===== config.mk =====
export PLATFORM = sky130hd
export DESIGN_NAME = exc_priority_sel
export DESIGN_NICKNAME = d
export VERILOG_FILES = /design/src/rtl/exc_sel_pkg.sv /design/src/rtl/exc_req_collect.sv /design/src/rtl/exc_prio_pick.sv /design/src/rtl/exc_vec_map.sv /design/src/rtl/exc_priority_sel.sv
export SDC_FILE = /design/constraint.sdc
export NUM_CORES = 1
export LEC_CHECK = 0
export BUFFER_PORTS_ARGS = -buffer_cell sky130_fd_sc_hd__buf_2
export CORE_MARGIN = 8
export CORE_UTILIZATION = 35
export CTS_BUF_LIST = sky130_fd_sc_hd__clkbuf_4 sky130_fd_sc_hd__clkbuf_8 sky130_fd_sc_hd__clkbuf_16
export DETAILED_ROUTE_END_ITERATION = 16
export GPL_ROUTABILITY_DRIVEN = 0
export GPL_TIMING_DRIVEN = 0
export HOLD_SLACK_MARGIN = 0.15
export PLACE_DENSITY = 0.74
export SYNTH_ARGS = -nofsm -noshare
export SYNTH_HDL_FRONTEND = slang
export SYNTH_SLANG_ARGS = --single-unit

===== constraint.sdc =====
create_clock -name clk -period 1.1 [get_ports clk]
set_clock_uncertainty 0.15 [all_clocks]
set_input_delay 0.165 -clock clk [delete_from_list [all_inputs] [get_ports clk]]
set_output_delay 0.165 -clock clk [all_outputs]
set_load 0.01 [all_outputs]

===== src/rtl/exc_sel_pkg.sv =====
package exc_sel_pkg;

   // Priority slots: a lower slot number wins.
   localparam int SLOT_SWI   = 0;
   localparam int SLOT_FIQ   = 1;
   localparam int SLOT_IRQ   = 2;
   localparam int SLOT_UNDEF = 3;
   localparam int SLOT_RESET = 4;
   localparam int NUM_SLOTS  = 5;

   localparam int KIND_W   = 3;
   localparam int OFFSET_W = 5;

   typedef enum logic [KIND_W-1:0] {
      KIND_NONE  = 3'd0,
      KIND_SWI   = 3'd1,
      KIND_FIQ   = 3'd2,
      KIND_IRQ   = 3'd3,
      KIND_UNDEF = 3'd4,
      KIND_RESET = 3'd5
   } exc_kind_e;

   function automatic logic [KIND_W-1:0] slot_kind(input int slot);
      case (slot)
         SLOT_SWI:   return KIND_SWI;
         SLOT_FIQ:   return KIND_FIQ;
         SLOT_IRQ:   return KIND_IRQ;
         SLOT_UNDEF: return KIND_UNDEF;
         SLOT_RESET: return KIND_RESET;
         default:    return KIND_NONE;
      endcase
   endfunction

   function automatic logic [OFFSET_W-1:0] slot_offset(input int slot);
      case (slot)
         SLOT_SWI:   return 5'h08;
         SLOT_FIQ:   return 5'h1C;
         SLOT_IRQ:   return 5'h18;
         SLOT_UNDEF: return 5'h04;
         default:    return 5'h00;
      endcase
   endfunction

endpackage


===== src/rtl/exc_req_collect.sv =====
module exc_req_collect #(
   parameter int N = 5
) (
   input  logic         clk,
   input  logic         rst_n,
   input  logic [N-1:0] set_vec,
   input  logic         evaluate,
   output logic [N-1:0] merged
);

   logic [N-1:0] pend_q;

   for (genvar g = 0; g < N; g++) begin : g_bit
      assign merged[g] = pend_q[g] | set_vec[g];

      always_ff @(posedge clk) begin
         if (!rst_n)        pend_q[g] <= 1'b0;
         else if (evaluate) pend_q[g] <= 1'b0;
         else               pend_q[g] <= merged[g];
      end
   end

endmodule


===== src/rtl/exc_prio_pick.sv =====
module exc_prio_pick #(
   parameter int N = 5
) (
   input  logic [N-1:0] req,
   input  logic [N-1:0] allow,
   output logic [N-1:0] grant,
   output logic         any
);

   logic [N-1:0] elig;
   assign elig = req & allow;
   assign any  = |elig;

   for (genvar g = 0; g < N; g++) begin : g_chain
      if (g == 0) begin : g_top
         assign grant[g] = elig[g];
      end else begin : g_rest
         assign grant[g] = elig[g] & ~(|elig[g-1:0]);
      end
   end

endmodule


===== src/rtl/exc_vec_map.sv =====
module exc_vec_map
   import exc_sel_pkg::*;
#(
   parameter int              N        = NUM_SLOTS,
   parameter int              VEC_W    = 32,
   parameter logic [VEC_W-1:0] VEC_BASE = '0
) (
   input  logic [N-1:0]      grant,
   output logic [KIND_W-1:0] kind,
   output logic [VEC_W-1:0]  vector
);

   logic [OFFSET_W-1:0] off;

   always_comb begin
      kind = '0;
      off  = '0;
      for (int i = 0; i < N; i++) begin
         if (grant[i]) begin
            kind = kind | slot_kind(i);
            off  = off  | slot_offset(i);
         end
      end
   end

   if (VEC_W == OFFSET_W) begin : g_narrow
      assign vector = (|grant) ? (VEC_BASE | off) : '0;
   end else begin : g_wide
      assign vector = (|grant) ? (VEC_BASE | {{(VEC_W-OFFSET_W){1'b0}}, off}) : '0;
   end

endmodule


===== src/rtl/exc_priority_sel.sv =====
module exc_priority_sel
   import exc_sel_pkg::*;
#(
   parameter int              VEC_W    = 32,
   parameter logic [VEC_W-1:0] VEC_BASE = '0
) (
   input  logic              clk,
   input  logic              rst_n,
   input  logic              swi_req,
   input  logic              fiq_req,
   input  logic              irq_req,
   input  logic              undef_req,
   input  logic              reset_req,
   input  logic              unk_op,
   input  logic              unk_is_swi,
   input  logic              instr_done,
   input  logic              fiq_mask,
   input  logic              irq_mask,
   output logic              take_valid,
   output logic [2:0]        take_kind,
   output logic [VEC_W-1:0]  take_vector
);

   localparam int N = NUM_SLOTS;

   if (VEC_W < OFFSET_W) begin : g_bad_width
      $error("exc_priority_sel: VEC_W must be at least 5");
   end
   if ((VEC_BASE % 32) != 0) begin : g_bad_base
      $error("exc_priority_sel: VEC_BASE must sit on a 32-byte boundary");
   end

   logic [N-1:0] set_vec;
   logic [N-1:0] merged;
   logic [N-1:0] allow;
   logic [N-1:0] grant;
   logic         any;
   logic [KIND_W-1:0] kind_c;
   logic [VEC_W-1:0]  vec_c;

   always_comb begin
      set_vec             = '0;
      set_vec[SLOT_SWI]   = swi_req   | (unk_op &  unk_is_swi);
      set_vec[SLOT_FIQ]   = fiq_req;
      set_vec[SLOT_IRQ]   = irq_req;
      set_vec[SLOT_UNDEF] = undef_req | (unk_op & ~unk_is_swi);
      set_vec[SLOT_RESET] = reset_req;
      allow               = '1;
      allow[SLOT_FIQ]     = ~fiq_mask;
      allow[SLOT_IRQ]     = ~irq_mask;
   end

   exc_req_collect #(.N(N)) u_collect (
      .clk      (clk),
      .rst_n    (rst_n),
      .set_vec  (set_vec),
      .evaluate (instr_done),
      .merged   (merged)
   );

   exc_prio_pick #(.N(N)) u_pick (
      .req   (merged),
      .allow (allow),
      .grant (grant),
      .any   (any)
   );

   exc_vec_map #(.N(N), .VEC_W(VEC_W), .VEC_BASE(VEC_BASE)) u_map (
      .grant  (grant),
      .kind   (kind_c),
      .vector (vec_c)
   );

   always_ff @(posedge clk) begin
      if (!rst_n) begin
         take_valid  <= 1'b0;
         take_kind   <= KIND_NONE;
         take_vector <= '0;
      end else if (instr_done && any) begin
         take_valid  <= 1'b1;
         take_kind   <= kind_c;
         take_vector <= vec_c;
      end else begin
         take_valid  <= 1'b0;
         take_kind   <= KIND_NONE;
         take_vector <= '0;
      end
   end

endmodule


; ---- Word-level counts from Yosys, hierarchy flattened
; Cells that the tools add are included.
; W data, S select, Z words.
[totals]
output_inout_bits = 36
elab_cells = 67
reg_bits = 41
input_bits = 12
[op_classes]
bitwise_logic = 30
n_reduce_logical = 9
mux = 19
[ops]
columns = op, count
row1 = $mux W5, 8
row2 = $mux W3, 8
row3 = $or A5 B5 Y5, 4
row4 = $or A3 B3 Y3, 4
row5 = $reduce_or A5 Y1, 2
row6 = $not A1 Y1, 8
row7 = $or A1 B1 Y1, 7
row8 = $and A1 B1 Y1, 6
row9 = $and A5 B5 Y5, 1
row10 = $mux W4, 1
row11 = $reduce_or A2 Y1, 2
row12 = $reduce_or A4 Y1, 1
row13 = $reduce_and A3 Y1, 1
row14 = $reduce_or A3 Y1, 1
row15 = $mux W1, 2
row16 = $reduce_and A2 Y1, 1
row17 = $logic_and A1 B1 Y1, 1

; ---- Longest topological paths before layout
; Gate-level depths: netlist of the first run.
[depth]
word_depth = 16
ltp_mapped = 3
depth_no_buf = 3

; ---- By module
; Synthesis of the first run repeated with hierarchy kept, for this count alone.
[unflattened]
cells_unflattened = 144
hier_area_um2 = 1584.0
[modules_own_cells]
columns = mod, seq_area_each_um2, area_per_inst_um2, cells_per_inst, instances
row1 = exc_priority_sel, 720.7, 1078.5, 82, 1
row2 = exc_vec_map, 0.0, 259.0, 36, 1
row3 = exc_req_collect, 100.1, 183.9, 16, 1
row4 = exc_prio_pick, 0.0, 62.6, 10, 1

; ---- Worst setup path before layout of the first run
; Ideal clock, no wire load.
[synth_timing]
path_type = reg-to-reg
start = reg u_collect.pend_q[3]
end = reg take_kind[0]
required_time_ns = 0.871
path_buffers = 0
period_less_slack_ns = 1.186
path_slack_ns = -0.086
t_arrival_ns = 0.957
stages_incl_launch_ff = 4
setup_ns = 0.079
path_cell_list = dfxtp_1 or2_1 o311a_1 a211oi_2
[synth_between]
elab_chain_cells = 6
elab_cells_between_ends = 12
classes_between = mux: 2 / bitwise: 6 / reduce/logical: 4
[synth_lines]
columns = element, line
row1 = start: declaration, exc_req_collect.sv:11  ; logic [N-1:0] pend_q;
row2 = start signal: indexed assignment, exc_req_collect.sv:19  ; else pend_q[g] <= merged[g];
row3 = $or A1 B1 Y1 *, exc_req_collect.sv:14  ; assign merged[g] = pend_q[g] | set_vec[g];
row4 = $and A5 B5 Y5 *, exc_prio_pick.sv:11  ; assign elig = req & allow;
row5 = $and A1 B1 Y1 or $reduce_or A4 Y1 (tied branches), exc_prio_pick.sv:18  ; assign grant[g] = elig[g] & ~(|elig[g-1:0]);
row6 = $mux W3 or $not A1 Y1 (tied branches), "exc_vec_map.sv:19, exc_prio_pick.sv:18"
row7 = $or A3 B3 Y3 or $and A1 B1 Y1 (tied branches), "exc_vec_map.sv:20, exc_prio_pick.sv:18"
row8 = $mux W3, exc_vec_map.sv:19  ; if (grant[i]) begin
row9 = end signal: assignment, exc_priority_sel.sv:81  ; take_kind <= kind_c;
row10 = end: declaration, exc_priority_sel.sv:20  ; output logic [2:0] take_kind,
; Every way passes the cells marked *; elsewhere a longest branch is shown, timed or not.
; A chain may end at the register's enable or synchronous reset.

; ---- Final worst setup path of the first run
; Same ends and word-level chain as after synthesis.

==> flow_summary.json, run 1 <==
{
  "drt_iter0_markers": 14,
  "n_antenna_cell": 0,
  "vias": 557,
  "grt.total_usage_pct": 8.809,
  "period_minus_slack_ns": 1.201,
  "crit_path_start_kind": "flop",
  "wire_per_inst_um": 10.70,
  "crit_arrival_ns": 1.26,
  "yosys.area.top_type": "dfxtp_1",
  "die_y_um": 59.03,
  "placed_cell_area_um2": 874.6,
  "pre_cts_ws_ns": -0.1033,
  "clk_pin_slew_ns": 0.08,
  "yosys.area_share.adder_pct": 0,
  "drc": 0,
  "fmax_mhz": 832.4,
  "cts_buffers": 3,
  "grt_pass1_vias": 551,
  "rows": 15,
  "setup_violations": 3,
  "globalRouteMet2Util_pct": 15.73,
  "layout_setup_ws_ns": -0.1014,
  "p_per_area_mw_per_mm2": 1098,
  "fin_crit_sh_pct": 109.2,
  "yosysSeqAreaShare_pct": 37.07,
  "critical_path_class": "flop to flop",
  "peakVddDrop_mv": 0.4310,
  "place_hpwl_mm": 1.204,
  "clk_latency_ns": 0.28,
  "drt-total-wl_mm": 1.616,
  "drive_above_1_share_pct": 55.56,
  "fin_tns_setup_ns": -0.2088,
  "htree_levels": 1,
  "synth_warnings": 0,
  "finalHoldViolCount": 1,
  "min_from": "reset_req",
  "mostFrequentLayoutCell": "buf_4",
  "r2r_slack_ns": -0.10,
  "finalMaxSlewViolations": 0,
  "dr.pass1.iters": 4,
  "start_util_pct": 37.54,
  "hold_path_class": "input pin to flop",
  "power_mw": 1.089,
  "netlist_area_um2": 648.1,
  "whs_path_depth": 3,
  "r2r_start": "u_collect.pend_q[3]",
  "post-route-util_pct": 57.46,
  "synth.area.mux_share_pct": 0,
  "rsz0062_at_grt": "true",
  "crit_end": "take_kind[0]",
  "synth_xor_area_share_pct": 0,
  "final_area_um2": 992.2,
  "worst_ep_required_time_ns": 1.16,
  "cts_tree": "yes",
  "status": "finished, violations left",
  "use_met3_pct": 6.074,
  "antenna_found_initial": 0,
  "ant_nets": 0,
  "port_buffers": 18,
  "crit_start": "u_collect.pend_q[3]",
  "worstPathMaxFanout": 3,
  "synth_compound_area_share_pct": 13.71,
  "syn_avg_cell_area_um2": 8.878,
  "netlist_instances": 73,
  "ios": 48,
  "syn_to_final_growth_pct": 53.09,
  "cp-end-kind": "flop",
  "grt_max_degree": 8,
  "grtUsageMet1_pct": 7.196,
  "root_buffer": "clkbuf_4",
  "cts_sinks": 12,
  "top_usage_layer": "met2",
  "die-area_mm2": 0.003485,
  "fin_nets": 139,
  "drv_cap": 0,
  "grt-ovfl-total": 0,
  "viasPerCell": 3.689,
  "synth_top_family_by_area": "buffers and inverters",
  "synth_top_area_share_pct": 37.07,
  "r2r-end": "take_kind[0]",
  "fp.dieW_um": 59.03,
  "worst_hold_slack_ns": -0.003273,
  "synthDistinctLibCells": 19,
  "ys_top_cells_by_area": "dfxtp_1, buf_4, nor2_1, a211oi_4, o21bai_1",
  "p_leak_nw": 0.5445,
  "yosys.area_share.simple_pct": 15.06,
  "grt_pass1_wl_mm": 2.332,
  "clock_path_buffers": 2,
  "ff2ff_path_depth": 3,
  "violations": "hold timing, setup timing",
  "core_area_mm2": 0.001727,
  "final_cell_mix": "buf_4, conb_1, buf_2, nor2_1, dfxtp_1",
  "ys_ff_latch": 12
}
[per-layer routing]
metal	vias to the layer above	routed length (um)
met5	-	0
met4	0	30
met3	5	217
met2	35	789
met1	233	579
li1	284	-
[power breakdown]
part	internal, mW	switching (mW)	total [mW]	leakage (nW)
registers	0.455	0.00952	0.465	0.100
clock network	0.201	0.151	0.353	0.0210
logic	0.135	0.136	0.272	0.424
total	0.792	0.297	1.09	0.545
[critical path: stages (launching register included)]
cell and delay (ns):
dfxtp_2 0.32, or2_4 0.23, o311a_1 0.31, a211oi_2 0.13
[sequential cells by signal (all words and copies together), names as in the netlist]
register	cells
u_collect.pend_q	5
take_kind	3
take_vector	3
take_valid	1
[cell families after synthesis]
logic type | after synthesis
buffers and inverters | 29
and+or+nand+nor | 21
DFF | 12
AOI/OAI and AO/OA | 10
other | 1
[synth_stat cells]
cell	count
a41oi_1	1
buf_4	29
a211oi_2	1
o311a_1	1
conb_1	1
nand3_2	1
and2b_1	1
o21ai_0	1
nor2_1	13
a21oi_1	2
a211oi_1	1
a211oi_4	1
and2_1	1
nor3_1	1
nand2b_1	1
dfxtp_1	12
o21bai_1	2
or2_1	1
nand2_1	2
[what timing repair did]
action / in CTS / in global routing
hold endpoints to repair: 11 / 11
gates resized for setup: 5 / 11
setup buffers: 1 / 1
setup endpoints to repair: 6 / 8
pin swaps: 1 / 4
[per-stage QoR]
| stage | hold WS [ns] | std cells |
|---|---|---|
| after floorplan | 0.1462 | 101 |
| after global placement | 0.2525 | 144 |
| after detailed placement | 0.2664 | 144 |
| after CTS | -0.003055 | 149 |
| after global routing | 0.01221 | 151 |
| final | -0.003273 | 151 |
[cell type report]
type | count | area (um^2)
plain buffers | 29 | 217.7
repair buffers | 21 | 115.1
well taps | 25 | 31.28
multi-input cells | 60 | 346.6
flip-flops and latches | 12 | 245.2
fillers | 175 | 734.5
clock buffers | 4 | 36.28
[worst min-delay path by stage]
| stage | end | slack [ns] |
|---|---|---|
| floorplan | u_collect.pend_q[1] | 0.15 |
| global placement | u_collect.pend_q[1] | 0.25 |
| detailed placement | u_collect.pend_q[2] | 0.27 |
| CTS | u_collect.pend_q[2] | -0.003 |
| global route | u_collect.pend_q[4] | 0.01 |
| finish | u_collect.pend_q[4] | -0.003 |
(Power assumes the default switching activity.)
==> run 2, diff against run 1 <==
- ABC_AREA: not set -> 1
- CORE_MARGIN: 8 -> 3
- CORE_UTILIZATION: 35 -> 36
==> flow_summary.json, run 2 <==
{
  "status": "finished, violations left",
  "violations": "setup timing",
  "cts_sinks": 12,
  "clkPwrFrac_pct": 32.3,
  "mostFrequentLayoutCell": "buf_4",
  "crit_path_start_kind": "flop",
  "syn_avg_cell_area_um2": 7.943,
  "largest_register": "u_collect.pend_q",
  "final_cell_mix": "buf_4, conb_1, buf_2, nor2_1, dfxtp_1",
  "n_antenna_cell": 0,
  "p_int_mw": 0.7869,
  "fmax_mhz": 865.3,
  "postCtsHoldBufs": 2,
  "synth_top_family_by_area": "buffers and inverters",
  "ys_async_sr_fraction_pct": 0,
  "grt_pass1_vias": 558,
  "htree_levels": 1,
  "viasPerCell": 3.479,
  "ios": 48,
  "worst_ep_required_time_ns": 1.11,
  "netlist_instances": 89,
  "critical_path_class": "flop to flop",
  "peakVddDrop_mv": 0.5020,
  "yosys.area.top_type": "dfxtp_1",
  "drt_iter0_markers": 7,
  "cts_buffers": 3,
  "synth_edf_count": 0,
  "yosys.area_share.simple_pct": 24.78,
  "fin_nets": 155,
  "synth_top_area_share_pct": 33.98,
  "die-area_mm2": 0.002532,
  "cts_tree": "yes",
  "grt_pass1_wl_mm": 2.132,
  "drc": 0,
  "swShare_pct": 27.48,
  "fp.dieW_um": 50.32,
  "root_buffer": "clkbuf_4",
  "port_buffers": 18,
  "clk_pin_slew_ns": 0.08,
  "finalMaxSlewViolations": 0,
  "synthDistinctLibCells": 19,
  "vias": 581,
  "p_comb_share_pct": 25.1,
  "power_frac_seq_pct": 42.7,
  "drv_cap": 0,
  "worst_hold_slack_ns": 0.01990,
  "fin_crit_sh_pct": 105.1,
  "ys_ff_latch": 12,
  "crit_arrival_ns": 1.16,
  "drt-total-wl_mm": 1.249,
  "reg_top3": "u_collect.pend_q x5, take_kind x3, take_vector x3",
  "drive_above_1_share_pct": 52.11,
  "p_leak_nw": 0.6060,
  "die_y_um": 50.32,
  "dr.pass1.iters": 4,
  "grt.total_usage_pct": 10.75,
  "synth-main-ff-cell": "dfxtp_1",
  "worstPathMaxFanout": 6,
  "yosys.area_share.adder_pct": 0,
  "switchingPower_mw": 0.2981,
  "synth_most_common_cell": "buf_4",
  "antenna_found_initial": 0,
  "wire_per_inst_um": 7.479,
  "rsz0062_at_grt": "true",
  "place_hpwl_um": 985.9,
  "synth_compound_area_share_pct": 5.133,
  "setup_violations": 6,
  "yosysSeqAreaShare_pct": 33.98,
  "synth.top_cells.by_count": "buf_4, nor2_1, dfxtp_1",
  "synth_warnings": 0,
  "clock_path_buffers": 2,
  "grt_max_degree": 8,
  "core_area_mm2": 0.001783,
  "fin_cells": 167,
  "clk_latency_ns": 0.28,
  "dpl.cell_count": 160,
  "layout_setup_ws_ns": -0.05561,
  "finalHoldViolCount": 0,
  "ant_nets": 0,
  "period_minus_slack_ns": 1.156,
  "netlist_area_um2": 706.9,
  "start_util_pct": 39.65,
  "p_per_area_mw_per_mm2": 1054,
  "hold_path_class": "input pin to flop",
  "largest_reg_flops": 5,
  "ys_top_cells_by_area": "dfxtp_1, buf_4, nor2_1, nor2_2, inv_1",
  "cp-end-kind": "flop",
  "grt-ovfl-total": 0,
  "synth.area.mux_share_pct": 0,
  "syn_to_final_growth_pct": 45.66,
  "synth_xor_area_share_pct": 0,
  "rows": 15
}
run 2: cell count changes in the layout (fill, tap and decap cells not counted), moves of 2 or more:
cell | previous run | this run
inv_1 | 0 | 6
nor2_4 | 0 | 5
inv_2 | 0 | 3
nand2_2 | 0 | 3
a211oi_2 | 2 | 0
dfxtp_1 | 8 | 10
dfxtp_2 | 4 | 2
nand2_1 | 2 | 4
nor2_2 | 3 | 5
o21bai_4 | 2 | 0
run 2: final cells by class:
type	count	area, um^2
inverters	9	33.78
flip-flops and latches	12	242.7
well taps	25	31.28
fillers	164	753.2
repair buffers	21	117.6
multi-input cells	67	350.3
plain buffers	29	217.7
clock buffers	4	36.28
run 2: final timing paths:
path / start / to / slack (ns) / cells after the start
min reg2reg: u_collect.pend_q[1] / u_collect.pend_q[1] / 0.38 / 2
min: fiq_req / u_collect.pend_q[1] / 0.02 / 3
max reg2reg: u_collect.pend_q[2] / take_kind[1] / -0.06 / 6
max: u_collect.pend_q[2] / take_kind[1] / -0.06 / 6
run 2: power groups by stage:
stage / logic (mW) / registers, mW / clock network (mW)
global route: 0.304 / 0.465 / 0.379
floorplan: 0.195 / 0.476 / 0
global placement: 0.242 / 0.469 / 0
CTS: 0.255 / 0.460 / 0.353
finish: 0.272 / 0.463 / 0.350
detailed placement: 0.244 / 0.470 / 0
run 2: critical path: stages (launching register included):
cell     delay, ns
dfxtp_2       0.34
nor2_4        0.14
nor2_4        0.05
nor2_4        0.11
nand3_2       0.10
nand2_4       0.10
nor2_1        0.04
run 2: layer usage:
layer	routed length [um]	global-route usage (%)	vias up
li1	-	-	315
met1	427	11.15	230
met2	654	19.35	34
met3	159	3.264	2
met4	8	5.381	0
met5	0	0	-
run 2: cells by family (layout without fill, tap and decap cells):
| family | count (synthesis) | in the layout |
|---|---|---|
| AO/OA/AOI/OAI | 5 | 5 |
| AND/OR/NAND/NOR | 33 | 33 |
| buffers and inverters | 38 | 63 |
| other | 1 | 29 |
| flip-flops | 12 | 12 |
run 2: metrics by stage:
step	setup TNS, ns	setup slack [ns]	instance area (um^2)	utilization, %	power, mW
floorplan	0	0.01187	812.0	-	0.6703
global placement	-0.1337	-0.03279	933.4	52.35	0.7111
detailed placement	-0.1863	-0.04116	933.4	52.35	0.7144
CTS	-0.2734	-0.05669	999.7	56.07	1.068
global route	-0.6478	-0.1103	1030	57.75	1.148
finish	-0.2684	-0.05561	1030	57.75	1.085
run 2: timing repair:
action                                  in CTS  in global routing
endpoints found under the hold margin        9                  3
endpoints found under the setup margin       7                  9
resized for setup                            1                  9
pin swaps                                    6                  9
buffers inserted                             1                  0
==> run 3, diff against run 2 <==
- CELL_PAD_IN_SITES_DETAIL_PLACEMENT: not set -> 0
- CELL_PAD_IN_SITES_GLOBAL_PLACEMENT: not set -> 2
- CORE_UTILIZATION: 36 -> 18
- PLACE_DENSITY: 0.74 -> not set
- PLACE_DENSITY_LB_ADDON: not set -> 0.1
==> flow_summary.json, run 3 (same netlist as run 2, synthesis figures left out) <==
{
  "port_buffers": 18,
  "cts_sinks": 12,
  "placed_cell_area_um2": 962.2,
  "mostFrequentLayoutCell": "buf_4",
  "fillCellCount": 406,
  "finalMaxSlewViolations": 0,
  "fin_crit_sh_pct": 100.9,
  "ant_nets": 0,
  "fmax_mhz": 900.7,
  "largest_reg_flops": 5,
  "clock_path_buffers": 2,
  "cts_tree": "yes",
  "worst_ep_required_time_ns": 1.08,
  "cts_buffers": 3,
  "root_buffer": "clkbuf_8",
  "final_area_mm2": 0.001100,
  "postCtsHoldBufs": 1,
  "drv_cap": 0,
  "cp-end-kind": "flop",
  "finalHoldViolCount": 0,
  "grt-ovfl-total": 0,
  "drt_iter0_markers": 5,
  "start_util_pct": 19.02,
  "ff2ff_path_depth": 6,
  "period_minus_slack_ns": 1.110,
  "rows": 22,
  "n_antenna_cell": 0,
  "layout_setup_ws_ns": -0.01020,
  "crit_arrival_ns": 1.09,
  "crit_top_cell": "nor2_4",
  "clk_latency_ns": 0.24,
  "fin_nets": 157,
  "die-area_mm2": 0.004716,
  "drt-total-wl_mm": 1.459,
  "slowest_stage": "dfxtp_2",
  "p_per_area_mw_per_mm2": 1117,
  "largest_register": "u_collect.pend_q",
  "violations": "setup timing",
  "drc": 0,
  "die_y_um": 68.67,
  "reg_top3": "u_collect.pend_q x5, take_kind x3, take_vector x3",
  "whs_path_depth": 3,
  "fin_tns_setup_ns": -0.03009,
  "crit_buf_inv": 0,
  "clk_pin_slew_ns": 0.05,
  "antenna_found_initial": 0,
  "grt_max_degree": 8,
  "ios": 48,
  "cp_top_family": "simple AND/OR/NAND/NOR gates",
  "peakVddDrop_mv": 0.2842,
  "crit_path_start_kind": "flop",
  "viasPerCell": 3.083,
  "final_cell_mix": "buf_4, conb_1, buf_2, nor2_1, dfxtp_1",
  "syn_to_final_growth_pct": 55.57,
  "grt_pass1_vias": 504,
  "htree_levels": 1,
  "dr.pass1.iters": 4,
  "rsz0062_at_grt": "true",
  "grt_pass1_wl_mm": 2.118,
  "cpPeakStageDelay_ns": 0.33,
  "fp.dieW_um": 68.67,
  "core_area_mm2": 0.003716,
  "setup_violations": 5,
  "critical_path_class": "flop to flop",
  "hold_path_class": "input pin to flop",
  "grt.total_usage_pct": 6.142,
  "vias": 592,
  "worstPathMaxFanout": 6,
  "drive_above_1_share_pct": 54.17,
  "wire_per_inst_um": 7.599,
  "cp_num_cells": 6,
  "p_leak_nw": 0.6275,
  "crit_chain": "nor2_4 -> nor2_4 -> nor2_4 -> nand3_2 -> nand2_4 -> nor2_1",
  "status": "finished, violations left"
}
[run 3: metal layers]
layer | vias up | global-route usage [%] | part of all wire (%)
met1 | 241 | 6.250 | 35
met4 | 0 | 2.978 | 0
li1 | 319 | - | -
met5 | - | 0 | 0
met3 | 0 | 2.269 | 13
met2 | 32 | 10.97 | 51
[run 3: metrics by stage]
| stage | hold slack, ns | utilization [%] | setup WS (ns) | cells | power, mW |
|---|---|---|---|---|---|
| after CTS | 0.04460 | 28.75 | -0.05864 | 191 | 1.223 |
| after floorplan | 0.1543 | - | 0.01187 | 117 | 0.6703 |
| final | 0.04633 | 29.60 | -0.01020 | 192 | 1.229 |
| after detailed placement | 0.2920 | 25.89 | -0.06501 | 183 | 0.7191 |
| after global placement | 0.2778 | 25.89 | -0.06079 | 183 | 0.7177 |
| after global routing | 0.06670 | 29.60 | -0.08776 | 192 | 1.295 |
[run 3: final cells by class]
type / instances / area, um^2 / share of cell area (%)
buffer: 29 / 217.7 / 19.80
tap: 48 / 60.06 / 5.461
inverter: 9 / 33.78 / 3.072
sequential: 12 / 242.7 / 22.07
timing repair buffer: 23 / 132.6 / 12.06
clock buffer: 4 / 55.05 / 5.006
multi-input combinational: 67 / 357.8 / 32.54
[run 3: where the power goes]
part / switching [mW] / internal (mW) / total (mW)
clock: 0.161 / 0.316 / 0.477
combinational: 0.150 / 0.139 / 0.289
sequential: 0.00754 / 0.456 / 0.463
total: 0.318 / 0.911 / 1.23
[run 3: tightest hold or removal path, cell delays in order]
cell,delay [ns]
buf_2,0.10
nor2_2,0.05
nor2_1,0.08
[run 3: worst paths after layout]
check	endpoint	from	slack (ns)
worst max register to register	take_vector[4]	u_collect.pend_q[2]	-0.01
worst min-delay path	u_collect.pend_q[1]	fiq_req	0.05
worst max-delay path	take_vector[4]	u_collect.pend_q[2]	-0.01
worst min register to register	u_collect.pend_q[1]	u_collect.pend_q[1]	0.38
[run 3: what timing repair did]
| action | CTS | global route |
|---|---|---|
| endpoints found under the setup margin | 6 | 8 |
| hold endpoints to repair | 3 | 1 |
| buffers inserted | 3 | 1 |
| resized for setup | 5 | 8 |
| cloned | 0 | 0 |
| pin swaps | 8 | 3 |
